`config.mk`:
```
export PLATFORM = sky130hd
export DESIGN_NAME = peer_msg_decoder
export DESIGN_NICKNAME = d
export VERILOG_FILES = /design/src/rtl/pmd_pkg.sv /design/src/rtl/pmd_sat_cnt.sv /design/src/rtl/pmd_seq.sv /design/src/rtl/pmd_peer_table.sv /design/src/rtl/peer_msg_decoder.sv
export SDC_FILE = /design/constraint.sdc
export NUM_CORES = 1
export LEC_CHECK = 0
export BUFFER_PORTS_ARGS = -buffer_cell sky130_fd_sc_hd__buf_4
export CAP_MARGIN = 0
export CORE_ASPECT_RATIO = 0.5
export CORE_MARGIN = 4
export CORE_UTILIZATION = 35
export CTS_CLUSTER_DIAMETER = 80
export CTS_CLUSTER_SIZE = 8
export DETAILED_ROUTE_END_ITERATION = 10
export PLACE_DENSITY = 0.53
export SLEW_MARGIN = 20
export SYNTH_ARGS = -nofsm -noshare
export SYNTH_HDL_FRONTEND = slang
export SYNTH_SLANG_ARGS = --single-unit
export TNS_END_PERCENT = 30
```
`constraint.sdc`:
```
create_clock -name clk_i -period 8 [get_ports clk_i]
set_clock_uncertainty 0.15 [all_clocks]
set_input_delay 2.4 -clock clk_i [delete_from_list [all_inputs] [get_ports clk_i]]
set_output_delay 2.4 -clock clk_i [all_outputs]
set_load 0.01 [all_outputs]
```
`src/rtl/pmd_pkg.sv`:
```
package pmd_pkg;
  localparam int unsigned MSG_W = 64;
  localparam int unsigned ID_W  = 16;

  typedef enum logic [2:0] {
    ST_VER,
    ST_OWN,
    ST_SHM,
    ST_PEER,
    ST_SETUP,
    ST_RUN,
    ST_CLOSED
  } pmd_state_e;

  function automatic logic id_in_range(input logic [MSG_W-1:0] v);
    return v[MSG_W-1:ID_W] == '0;
  endfunction
endpackage

```
`src/rtl/pmd_sat_cnt.sv`:
```
module pmd_sat_cnt #(
  parameter int unsigned W = 4
) (
  input  logic         clk_i,
  input  logic         rst_ni,
  input  logic         inc_i,
  input  logic [W-1:0] limit_i,
  output logic [W-1:0] cnt_o
);
  logic [W-1:0] cnt_q;

  always_ff @(posedge clk_i or negedge rst_ni) begin
    if (!rst_ni)                      cnt_q <= '0;
    else if (inc_i && cnt_q < limit_i) cnt_q <= cnt_q + 1'b1;
  end

  assign cnt_o = cnt_q;
endmodule

```
`src/rtl/pmd_seq.sv`:
```
module pmd_seq
  import pmd_pkg::*;
(
  input  logic             clk_i,
  input  logic             rst_ni,
  input  logic             msg_vld_i,
  input  logic [MSG_W-1:0] msg_data_i,
  input  logic             msg_hdl_i,
  output logic [ID_W-1:0]  own_id_o,
  output logic             shm_ready_o,
  output logic             setup_done_o,
  output logic             error_o,
  output logic             peer_conn_o,
  output logic             peer_disc_o,
  output logic [ID_W-1:0]  peer_id_o,
  output logic             rx_inc_o
);
  pmd_state_e      state_q, state_d;
  logic [ID_W-1:0] own_q, own_d;
  logic            shm_q, shm_d, setup_q, setup_d, err_q, err_d;
  logic            in_rng, is_own;

  assign in_rng = id_in_range(msg_data_i);
  assign is_own = in_rng && (msg_data_i[ID_W-1:0] == own_q);

  always_comb begin
    state_d     = state_q;
    own_d       = own_q;
    shm_d       = shm_q;
    setup_d     = setup_q;
    err_d       = err_q;
    peer_conn_o = 1'b0;
    peer_disc_o = 1'b0;
    rx_inc_o    = 1'b0;
    if (msg_vld_i) begin
      unique case (state_q)
        ST_VER: begin
          if (msg_data_i != '0) begin err_d = 1'b1; state_d = ST_CLOSED; end
          else state_d = ST_OWN;
        end
        ST_OWN: begin
          if (!in_rng) begin err_d = 1'b1; state_d = ST_CLOSED; end
          else begin own_d = msg_data_i[ID_W-1:0]; state_d = ST_SHM; end
        end
        ST_SHM: begin
          if (msg_data_i != '1 || !msg_hdl_i) begin err_d = 1'b1; state_d = ST_CLOSED; end
          else begin shm_d = 1'b1; state_d = ST_PEER; end
        end
        ST_PEER: begin
          if (!msg_hdl_i || !in_rng) begin err_d = 1'b1; state_d = ST_CLOSED; end
          else if (is_own) begin rx_inc_o = 1'b1; state_d = ST_SETUP; end
          else peer_conn_o = 1'b1;
        end
        ST_SETUP: begin
          if (is_own && msg_hdl_i) rx_inc_o = 1'b1;
          else if (!in_rng || is_own) begin err_d = 1'b1; state_d = ST_CLOSED; end
          else begin
            // first steady-state message: completes setup and is applied
            setup_d     = 1'b1;
            state_d     = ST_RUN;
            peer_conn_o = msg_hdl_i;
            peer_disc_o = !msg_hdl_i;
          end
        end
        ST_RUN: begin
          if (!in_rng || is_own) begin err_d = 1'b1; state_d = ST_CLOSED; end
          else begin
            peer_conn_o = msg_hdl_i;
            peer_disc_o = !msg_hdl_i;
          end
        end
        default: ;
      endcase
    end
  end

  always_ff @(posedge clk_i or negedge rst_ni) begin
    if (!rst_ni) begin
      state_q <= ST_VER;
      own_q   <= '0;
      shm_q   <= 1'b0;
      setup_q <= 1'b0;
      err_q   <= 1'b0;
    end else begin
      state_q <= state_d;
      own_q   <= own_d;
      shm_q   <= shm_d;
      setup_q <= setup_d;
      err_q   <= err_d;
    end
  end

  assign own_id_o     = own_q;
  assign shm_ready_o  = shm_q;
  assign setup_done_o = setup_q;
  assign error_o      = err_q;
  assign peer_id_o    = msg_data_i[ID_W-1:0];
endmodule

```
`src/rtl/pmd_peer_table.sv`:
```
module pmd_peer_table #(
  parameter int unsigned NUM_SLOTS = 4,
  parameter int unsigned ID_W      = 16,
  parameter int unsigned VEC_W     = 4
) (
  input  logic             clk_i,
  input  logic             rst_ni,
  input  logic             conn_i,
  input  logic             disc_i,
  input  logic [ID_W-1:0]  upd_id_i,
  input  logic [VEC_W-1:0] limit_i,
  input  logic [ID_W-1:0]  query_id_i,
  output logic             query_hit_o,
  output logic [VEC_W-1:0] query_cnt_o
);
  logic [NUM_SLOTS-1:0] slot_vld;
  logic [ID_W-1:0]      slot_id  [NUM_SLOTS];
  logic [VEC_W-1:0]     slot_cnt [NUM_SLOTS];
  logic [NUM_SLOTS-1:0] upd_hit, free_oh;
  logic                 any_hit;
  logic                 taken;

  always_comb begin
    free_oh = '0;
    taken   = 1'b0;
    for (int i = 0; i < NUM_SLOTS; i++) begin
      upd_hit[i] = slot_vld[i] && (slot_id[i] == upd_id_i);
      free_oh[i] = !slot_vld[i] && !taken;
      taken      = taken | !slot_vld[i];
    end
  end
  assign any_hit = |upd_hit;

  for (genvar g = 0; g < NUM_SLOTS; g++) begin : g_slot
    always_ff @(posedge clk_i or negedge rst_ni) begin
      if (!rst_ni) begin
        slot_vld[g] <= 1'b0;
        slot_id[g]  <= '0;
        slot_cnt[g] <= '0;
      end else if (conn_i) begin
        if (upd_hit[g]) begin
          if (slot_cnt[g] < limit_i) slot_cnt[g] <= slot_cnt[g] + 1'b1;
        end else if (!any_hit && free_oh[g]) begin
          slot_vld[g] <= 1'b1;
          slot_id[g]  <= upd_id_i;
          slot_cnt[g] <= (limit_i != '0) ? VEC_W'(1) : '0;
        end
      end else if (disc_i && upd_hit[g]) begin
        slot_vld[g] <= 1'b0;
        slot_cnt[g] <= '0;
      end
    end
  end

  always_comb begin
    query_hit_o = 1'b0;
    query_cnt_o = '0;
    for (int i = 0; i < NUM_SLOTS; i++) begin
      if (slot_vld[i] && slot_id[i] == query_id_i) begin
        query_hit_o = 1'b1;
        query_cnt_o = slot_cnt[i];
      end
    end
  end
endmodule

```
`src/rtl/peer_msg_decoder.sv`:
```
module peer_msg_decoder
  import pmd_pkg::*;
#(
  parameter int unsigned VEC_W     = 4,
  parameter int unsigned NUM_SLOTS = 4
) (
  input  logic             clk_i,
  input  logic             rst_ni,
  input  logic             in_valid_i,
  output logic             in_ready_o,
  input  logic [63:0]      in_data_i,
  input  logic             in_handle_i,
  input  logic [VEC_W-1:0] cfg_vectors_i,
  output logic [15:0]      own_id_o,
  output logic             shm_ready_o,
  output logic             setup_done_o,
  output logic [VEC_W-1:0] rx_vec_cnt_o,
  input  logic [15:0]      query_id_i,
  output logic             query_hit_o,
  output logic [VEC_W-1:0] query_vec_cnt_o,
  output logic             error_o
);
  logic            peer_conn, peer_disc, rx_inc;
  logic [ID_W-1:0] peer_id;

  assign in_ready_o = 1'b1;

  pmd_seq u_seq (
    .clk_i        (clk_i),
    .rst_ni       (rst_ni),
    .msg_vld_i    (in_valid_i),
    .msg_data_i   (in_data_i),
    .msg_hdl_i    (in_handle_i),
    .own_id_o     (own_id_o),
    .shm_ready_o  (shm_ready_o),
    .setup_done_o (setup_done_o),
    .error_o      (error_o),
    .peer_conn_o  (peer_conn),
    .peer_disc_o  (peer_disc),
    .peer_id_o    (peer_id),
    .rx_inc_o     (rx_inc)
  );

  pmd_sat_cnt #(.W(VEC_W)) u_rx_cnt (
    .clk_i   (clk_i),
    .rst_ni  (rst_ni),
    .inc_i   (rx_inc),
    .limit_i (cfg_vectors_i),
    .cnt_o   (rx_vec_cnt_o)
  );

  pmd_peer_table #(.NUM_SLOTS(NUM_SLOTS), .ID_W(ID_W), .VEC_W(VEC_W)) u_table (
    .clk_i       (clk_i),
    .rst_ni      (rst_ni),
    .conn_i      (peer_conn),
    .disc_i      (peer_disc),
    .upd_id_i    (peer_id),
    .limit_i     (cfg_vectors_i),
    .query_id_i  (query_id_i),
    .query_hit_o (query_hit_o),
    .query_cnt_o (query_vec_cnt_o)
  );
endmodule

```
==> Yosys cells after proc, flatten, opt, wreduce, memory -nomap -nowiden <==
Cells that the tools add are included.
Widths: inputs -> output; s select.
{ "totals": {"regBits": 110, "input_bits": 88, "out_inout_bits": 29, "elab_cells": 212} }
{ "classes": {"n_addsub": 5, "n_lt_le_gt_ge": 5, "eq_ne": 38, "mux": 76, "bitwise": 9, "reduce_logical": 61} }
{ "ops": {"columns": ["operator", "n"], "rows": [
  ["$eq 16x16->1", 9],
  ["$mux 4", 24],
  ["$ne 64x64->1 const B", 1],
  ["$reduce_bool 64->1", 1],
  ["$logic_not 48->1", 1],
  ["$reduce_and 3->1", 14],
  ["$mux 1", 39],
  ["$logic_and 1x1->1", 22],
  ["$mux 3", 7],
  ["$add 4x1->4 const B", 5],
  ["$lt 4x4->1", 5],
  ["$pmux 3 s6", 1],
  ["$ne 2x1->1 const B", 8],
  ["$ne 3x1->1 const B", 5],
  ["$ne 2x2->1 const B", 6],
  ["$ne 3x3->1 const B", 4],
  ["$logic_not 1->1", 9],
  ["$reduce_bool 2->1", 4],
  ["$not 1->1", 7],
  ["$reduce_and 7->1", 1],
  ["$eq 3x2->1 const B", 2],
  ["$eq 3x3->1 const B", 2],
  ["$pmux 1 s6", 1],
  ["$reduce_bool 6->1", 1],
  ["11 further kinds", 15]
]} }

==> Longest topological paths before layout <==
Gate-level depths: netlist of run 1.
{ "depth": {"word_depth": 10, "depth_mapped": 11, "ltp_nobuf": 9} }

==> By module <==
A second synthesis of run 1 with hierarchy kept.
{ "unflattened": {"hier_cells": 742, "hier_area_um2": 7733.7} }
{ "by_module_without_submodules": {"columns": ["mod", "n_inst", "cells_each", "area_each_um2", "seq_area_each_um2"], "rows": [
  ["pmd_peer_table", 1, 542, 5731.7, 2102.0],
  ["pmd_seq", 1, 174, 1729.2, 550.5],
  ["pmd_sat_cnt", 1, 24, 261.5, 100.1],
  ["peer_msg_decoder", 1, 2, 11.3, 0.0]
]} }

==> Worst setup path before layout of run 1 <==
Ideal clock, no wire load.
{ "synth_timing": {"path_type": "input port to output port", "from": "input query_id_i[13]", "to": "output query_vec_cnt_o[0]", "arrival_time_ns": 3.964, "required_ns": 5.450, "path_slack_ns": 1.486, "path_stages": 8, "n_path_buf": 0, "cell_sequence": "xor2_1 > nor4_1 > nand4_1 > nor4_1 > nand2_1 > o21ai_0 > mux2i_1 > o21ai_0"} }
{ "synth_via": {"elab_chain_cells": 6, "word_cells_on_any_way": 12, "classes_between": "eq/ne: 4; mux: 4; reduce/logical: 4"} }
{ "synth_lines": {"columns": ["item", "line_no", "rtl"], "rows": [
  ["start: declaration", "peer_msg_decoder.sv:18", "input logic [15:0] query_id_i,"],
  ["$eq 16x16->1", "pmd_peer_table.sv:59", "if (slot_vld[i] && slot_id[i] == query_id_i) begin"],
  ["$logic_and 1x1->1", "pmd_peer_table.sv:59", null],
  ["$mux 4 (3 in series)", "pmd_peer_table.sv:59", null],
  ["$mux 4 (*)", "pmd_peer_table.sv:59", null],
  ["end: declaration", "peer_msg_decoder.sv:20", "output logic [VEC_W-1:0] query_vec_cnt_o,"]
]} }
Every way passes the cells marked *; elsewhere a longest branch is shown, timed or not.

==> Worst setup path after layout of run 1 <==
{ "layout_timing": {"from": "input query_id_i[13]", "to": "output query_vec_cnt_o[3]"} }
Same word-level chain as after synthesis.

==> metrics, run 1 <==
critical path peak fanout 5; synthesized cell area 7450 µm²; critical path arrival 4250 ps; 1st-iter DRT viols roughly 400; CTS Sinks 110; CORE AREA 20,700 µm²; Syn. warnings 0; Post-synth EDFFs 0; asr flop ratio synth 100%; Area Growth Syn to Fin 18.0%; Mapped Cells 720; FF+latch count, synth 110; maxcap violations 0; grt ovf 0; hold path startpoint u_seq.shm_ready_o$_DFFE_PN0P_; pwr dens around 130 nW/µm²; routed via count between 5,000 and 6,000; port bufs 115; Remaining DRCs 0; TritonCTS Buffers 9; initial antenna violation count 0; postcts setup bufs 0; Final Cycle Share 85.0%; clk_lat worst skew 360 ps; die footprint 23,800 µm²; Critical path destination query_vec_cnt_o[3]; Final ANT Viol Nets 0; Crit Reg-Reg Startpoint u_seq.own_id_o[1]$_DFFE_PN0P_; Tmin final 6800 ps; critical path class input port to output port; via/cell ratio about 5.4; Final nets 931; Worst EP required 5450 ps; Die Ht 111 µm; flop2flop setup slack 4450 ps; Setup TNS 0 ps; H-tree lvl count 3; fillers 2,046; final hold vios 0; achievable frequency around 150 MHz; crit path launch query_id_i[13]; Relative slew margins around 41%; final wirelength 23,200 µm; most common cell after layout, fill and taps aside buf_4; Rows 37; cts repair resizes 0; leakage 4.05 nW; Synth cell types 60; first-pass GRT wire length approximately 36,000 µm; CTS tree done; Die Wd 214 µm; R2R depth 8; gr usage total between 10% and 20%; Bufs on Longest Clock Path 2; reg-to-reg endpoint u_table.slot_cnt[15]$_DFFE_PN0P_; initial core utilization 35.9%; most frequent cells in the layout 125 x buf_4, 110 x dfrtp_1, 83 x xnor2_1; syn avg cell area 10.4 µm²; gpl congestion 0.869; unrepaired setup endpoints after global routing false; CP startpoint kind input port; First-pass DRT Iterations 6; vias in the first global route approximately 6,100; Tightest Pin Transition 880 ps; Top-Level Pins 117; share of cells above drive strength 1 27.3%; Syn Nets 828; Seq/Total Area, Yosys 36.9%; Setup crit end kind output port; Final Util between 40% and 50%; final setup vio count 0; Most used DFF post-synth dfrtp_1; max-slew violation count 0; clock-pin transition on the worst setup and hold timing paths 70 ps; Routed WL per cell 21.1 µm; hold buffers post-CTS 0; Root Buffer clkbuf_16; final HPWL from detailed placement around 18,000 µm; VDD IR max around 0.09 mV; largest net degree at the start of global routing 65; status finished clean; path type of the worst min-delay path register to register
worst max-delay path, cell delays in order:
cell	delay, ps
buf_4	140
xor2_1	160
nor4_1	340
nand4_1	130
nor4_1	250
buf_4	210
nand2_1	60
o21ai_0	140
mux2i_1	80
o21ai_0	180
buf_4	160
power breakdown:
part / internal, mW / switching [mW]
registers: 0.556 / 0.000145
logic: 0.0556 / 0.0771
clock network: 0.216 / 0.230
total: 0.828 / 0.308
cells by family (layout without fill, tap and decap cells):
kind of cell / count (synthesis) / after routing / synth area share, %
and+or+nand+nor: 230 / 230 / 18.2
xor gates and xnor gates: 152 / 152 / 17.9
DFF: 110 / 110 / 36.9
muxes: 90 / 90 / 13.4
AOI/OAI and AO/OA: 70 / 70 / 6.46
buffers and inverters: 47 / 154 / 3.66
adders and majority gates: 20 / 20 / 3.36
other: 1 / 2 / 0.0503
registers in the layout, summed over array words and instances (netlist names):
| register | flops |
|---|---|
| u_table.slot_id | 64 |
| u_seq.own_id_o | 16 |
| u_table.slot_cnt | 16 |
| u_rx_cnt.cnt_o | 4 |
| u_table.slot_vld | 4 |
| u_seq.state_q | 3 |
| u_seq.error_o | 1 |
| u_seq.setup_done_o | 1 |
| u_seq.shm_ready_o | 1 |
through the flow:
stage / power [mW] / std cells / hold WS (ps) / setup slack (ps) / area (µm²)
floorplan: 0.625 / 720 / 320 / 1490 / 7450
global placement: 0.700 / 1085 / 314 / 1200 / 8520
detailed placement: 0.700 / 1085 / 332 / 1210 / 8520
CTS: 1.15 / 1100 / 349 / 1200 / 8800
global route: 1.18 / 1100 / 365 / 984 / 8800
finish: 1.14 / 1101 / 337 / 1200 / 8800
how the worst min path moves through the flow:
stage / slack, ps / depth (start not counted) / to
5_1_grt: 370 / 1 / u_seq.setup_done_o$_DFFE_PN0P_
4_1_cts: 350 / 1 / u_seq.shm_ready_o$_DFFE_PN0P_
2_1_floorplan: 320 / 1 / u_table.slot_cnt[7]$_DFFE_PN0P_
3_5_place_dp: 330 / 1 / u_seq.shm_ready_o$_DFFE_PN0P_
3_3_place_gp: 310 / 1 / u_seq.error_o$_DFFE_PN0P_
6_report: 340 / 1 / u_seq.shm_ready_o$_DFFE_PN0P_
synth_stat cells, drive strengths merged (9+ instances only):
master | instances | area share [%]
mux2i | 9 | 1.2
nor3 | 13 | 0.87
xor2 | 69 | 8.1
mux2 | 81 | 12
ha | 20 | 3.4
nand4 | 48 | 4.2
o21ai | 24 | 1.6
buf | 27 | 2.7
a21oi | 12 | 0.81
nor4 | 41 | 3.9
nand3 | 15 | 1.0
dfrtp | 110 | 37
inv | 14 | 0.71
a21o | 13 | 1.3
nand2 | 46 | 2.3
nor2 | 19 | 0.96
xnor2 | 83 | 9.8
layout make-up:
class	count	area [µm²]	share of cell area (%)
multi-input combinational	563	4430	50.4
timing repair buffer	125	938	10.7
clock buffer	9	225	2.56
sequential	110	2750	31.3
inverter	14	52.6	0.597
clock inverter	6	52.6	0.597
antenna	1	2.50	0.0284
tap	273	342	3.88
per-layer routing:
layer / global-route usage [%] / up-vias / share of wire, %
met1: 27.7 / 2999 / 48
met2: 31.4 / 118 / 46
met4: 3.06 / 0 / 0.78
met3: 4.46 / 14 / 4.7
li1: - / 2809 / -
met5: 0 / - / 0
No activity file was read; power rests on OpenSTA's default activity.
==> run 2, diff against run 1 <==
==> constraint.sdc (replaced) <==
create_clock -name clk_i -period 7.05 [get_ports clk_i]
set_clock_uncertainty 0.15 [all_clocks]
set_input_delay 2.115 -clock clk_i [delete_from_list [all_inputs] [get_ports clk_i]]
set_output_delay 2.115 -clock clk_i [all_outputs]
set_load 0.01 [all_outputs]
==> run 2 against run 1 <==
Utilization up 0.10 points. Clock power increased by 15%. Die area stayed put. Sequential power up 13%. Register-to-register slack got worse by 840 ps. Global-route usage is 0.65 points lower. Worst setup slack got worse by 490 ps. Routed wire length shrank 2.2%. Sequential cell count did not move. Sequential share of layout area is 0.075 points lower. Critical path depth stayed put. Critical endpoint is now query_vec_cnt_o[2]. Largest power group unchanged.
==> metrics, run 2 (same netlist as run 1, synthesis figures left out) <==
clk_lat worst skew 360 ps (about the same); worst setup margin 710 ps (-493 ps); post-route cell area 8820 µm² (+0.24%); Die Wd 214 µm (unchanged); leakage 4.06 nW (+0.33%); sequential share of power 48.7% (-0.3 points); grt ovf 0 (unchanged); Bufs on Longest Clock Path 2 (unchanged); Routed WL per cell 20.6 µm (-2.3%); unrepaired setup endpoints after global routing false; Worst EP required 4790 ps (-660 ps); Root Buffer clkbuf_16; Final ANT Viol Nets 0 (unchanged); max-slew violation count 0 (unchanged); Top reg by flops u_table.slot_id; hold buffers post-CTS 0 (unchanged); Final nets 932 (+0.11%); final HPWL from detailed placement 17,300 µm (-1.1%); first-pass GRT wire length 35,200 µm (-3.0%); overall power 1.29 mW (+14%); H-tree lvl count 3 (unchanged); status finished clean; Die Ht 111 µm (unchanged); critical path class input port to output port; First-pass DRT Iterations 5 (-1); largest net degree at the start of global routing 66 (+1.5%); gpl congestion 0.877 (+0.92%); path type of the worst min-delay path register to register; TritonCTS Buffers 9 (unchanged); CORE AREA 20,700 µm² (unchanged); pwr dens 147 nW/µm² (+14%); die footprint 23,800 µm² (unchanged); routed via count 5,949 (+0.15%); Clk network pwr share 39.7% (+0.3 points); critical path arrival 4080 ps (-170 ps); port bufs 115 (unchanged); final hold vios 0 (unchanged); maxcap violations 0 (unchanged); Largest register FFs 64 (unchanged); Setup crit end kind output port; most frequent cells in the layout 126 x buf_4, 110 x dfrtp_1, 83 x xnor2_1; Tightest Pin Transition 921 ps (+41.1 ps); most used cell along the critical path buf_4; Top-Level Pins 117 (unchanged); final wirelength 22,700 µm (-2.2%); clock-pin transition on the worst setup and hold timing paths 70 ps (about the same); Switching Power 0.343 mW (+11%); P_int 0.951 mW (+15%); VDD IR max 0.0927 mV (+0.47%); share of cells above drive strength 1 27.4% (+0.055 points); pre-CTS setup slack 777 ps (-429 ps); vias in the first global route 5,976 (-2.2%); Diodes inserted 0 (-1); Remaining DRCs 0 (unchanged); slowest CP cell nor4_1; initial antenna violation count 0 (unchanged); initial core utilization 35.9% (unchanged); Rows 37 (unchanged); crit-path cells buf_4 -> xor2_1 -> nor4_1 -> nand4_1 -> nor4_1 -> buf_4 -> nand2_1 -> o21ai_0 -> mux2i_1 -> o21ai_0 -> buf_4; critical path peak fanout 5 (unchanged); CP startpoint kind input port; switching share of power 26.5% (-0.60 points); placed cell areas 8530 µm² (about the same); Area Growth Syn to Fin 18.3%; achievable frequency between 150 and 200 MHz; CTS Sinks 110 (unchanged); 1st-iter DRT viols 355 (-11%); Tmin final about 6300 ps; gr usage total 18.9% (-0.65 points); critical path's top delay family simple AND/OR/NAND/NOR gates; postcts setup bufs 0 (unchanged); most common cell after layout, fill and taps aside buf_4; Relative slew margins 38.6% (-2.7 points); Setup TNS 0 ps (unchanged); CTS tree done; Final Cycle Share 89.9%; Comb pwr share 11.6% (about the same); cts repair resizes 0 (unchanged); via/cell ratio 5.40 (about the same); delay of the slowest cell on the worst path 410 ps (+70 ps); final setup vio count 0 (unchanged); Worst Path Buf+Inv 3 (unchanged)
[run 2: through the flow]
stage / utilization, % / hold slack (ps) / std cells
after detailed placement: 41.1 / 329 / 1086
after global routing: 42.5 / 364 / 1102
after CTS: 42.5 / 344 / 1102
after global placement: 41.1 / 325 / 1086
after floorplan: - / 320 / 720
final: 42.5 / 337 / 1102
[run 2: power groups by stage]
stage               Clock [mW]  Sequential (mW)  Combinational [mW]
finish                   0.514            0.631               0.150
CTS                      0.530            0.631               0.151
detailed placement           0            0.643               0.151
global route             0.556            0.631               0.163
global placement             0            0.643               0.150
floorplan                    0            0.644              0.0651
[run 2: layout make-up]
class                      count  area, µm²
inverter                      14       52.6
sequential                   110       2750
timing repair buffer         126        946
tap                          273        342
multi-input combinational    563       4430
fill                        2041      11900
clock inverter                 5       51.3
clock buffer                  11        243
[run 2: worst paths after layout]
kind | endpoint | startpoint | slack [ps] | cells after the start
setup / recovery | query_vec_cnt_o[2] | query_id_i[13] | 710 | 11
hold / removal | u_seq.setup_done_o$_DFFE_PN0P_ | u_seq.setup_done_o$_DFFE_PN0P_ | 340 | 1
setup reg to reg | u_table.slot_id[9]$_DFFE_PN0P_ | u_seq.own_id_o[1]$_DFFE_PN0P_ | 3610 | 8
hold reg to reg | u_seq.setup_done_o$_DFFE_PN0P_ | u_seq.setup_done_o$_DFFE_PN0P_ | 340 | 1
max in group asynchronous | u_table.slot_id[45]$_DFFE_PN0P_ | rst_ni | 3880 | 2
min in group asynchronous | u_table.slot_id[0]$_DFFE_PN0P_ | rst_ni | 1730 | 1
[run 2: routing by layer]
metal | vias to the layer above | routed length (µm) | part of all wire, % | GRT usage, %
met2 | 116 | 10100 | 45 | 29.6
met3 | 19 | 943 | 4.2 | 3.75
met1 | 2985 | 11300 | 50 | 27.4
met5 | - | 0 | 0 | 0
met4 | 0 | 314 | 1.4 | 3.80
li1 | 2829 | - | - | -
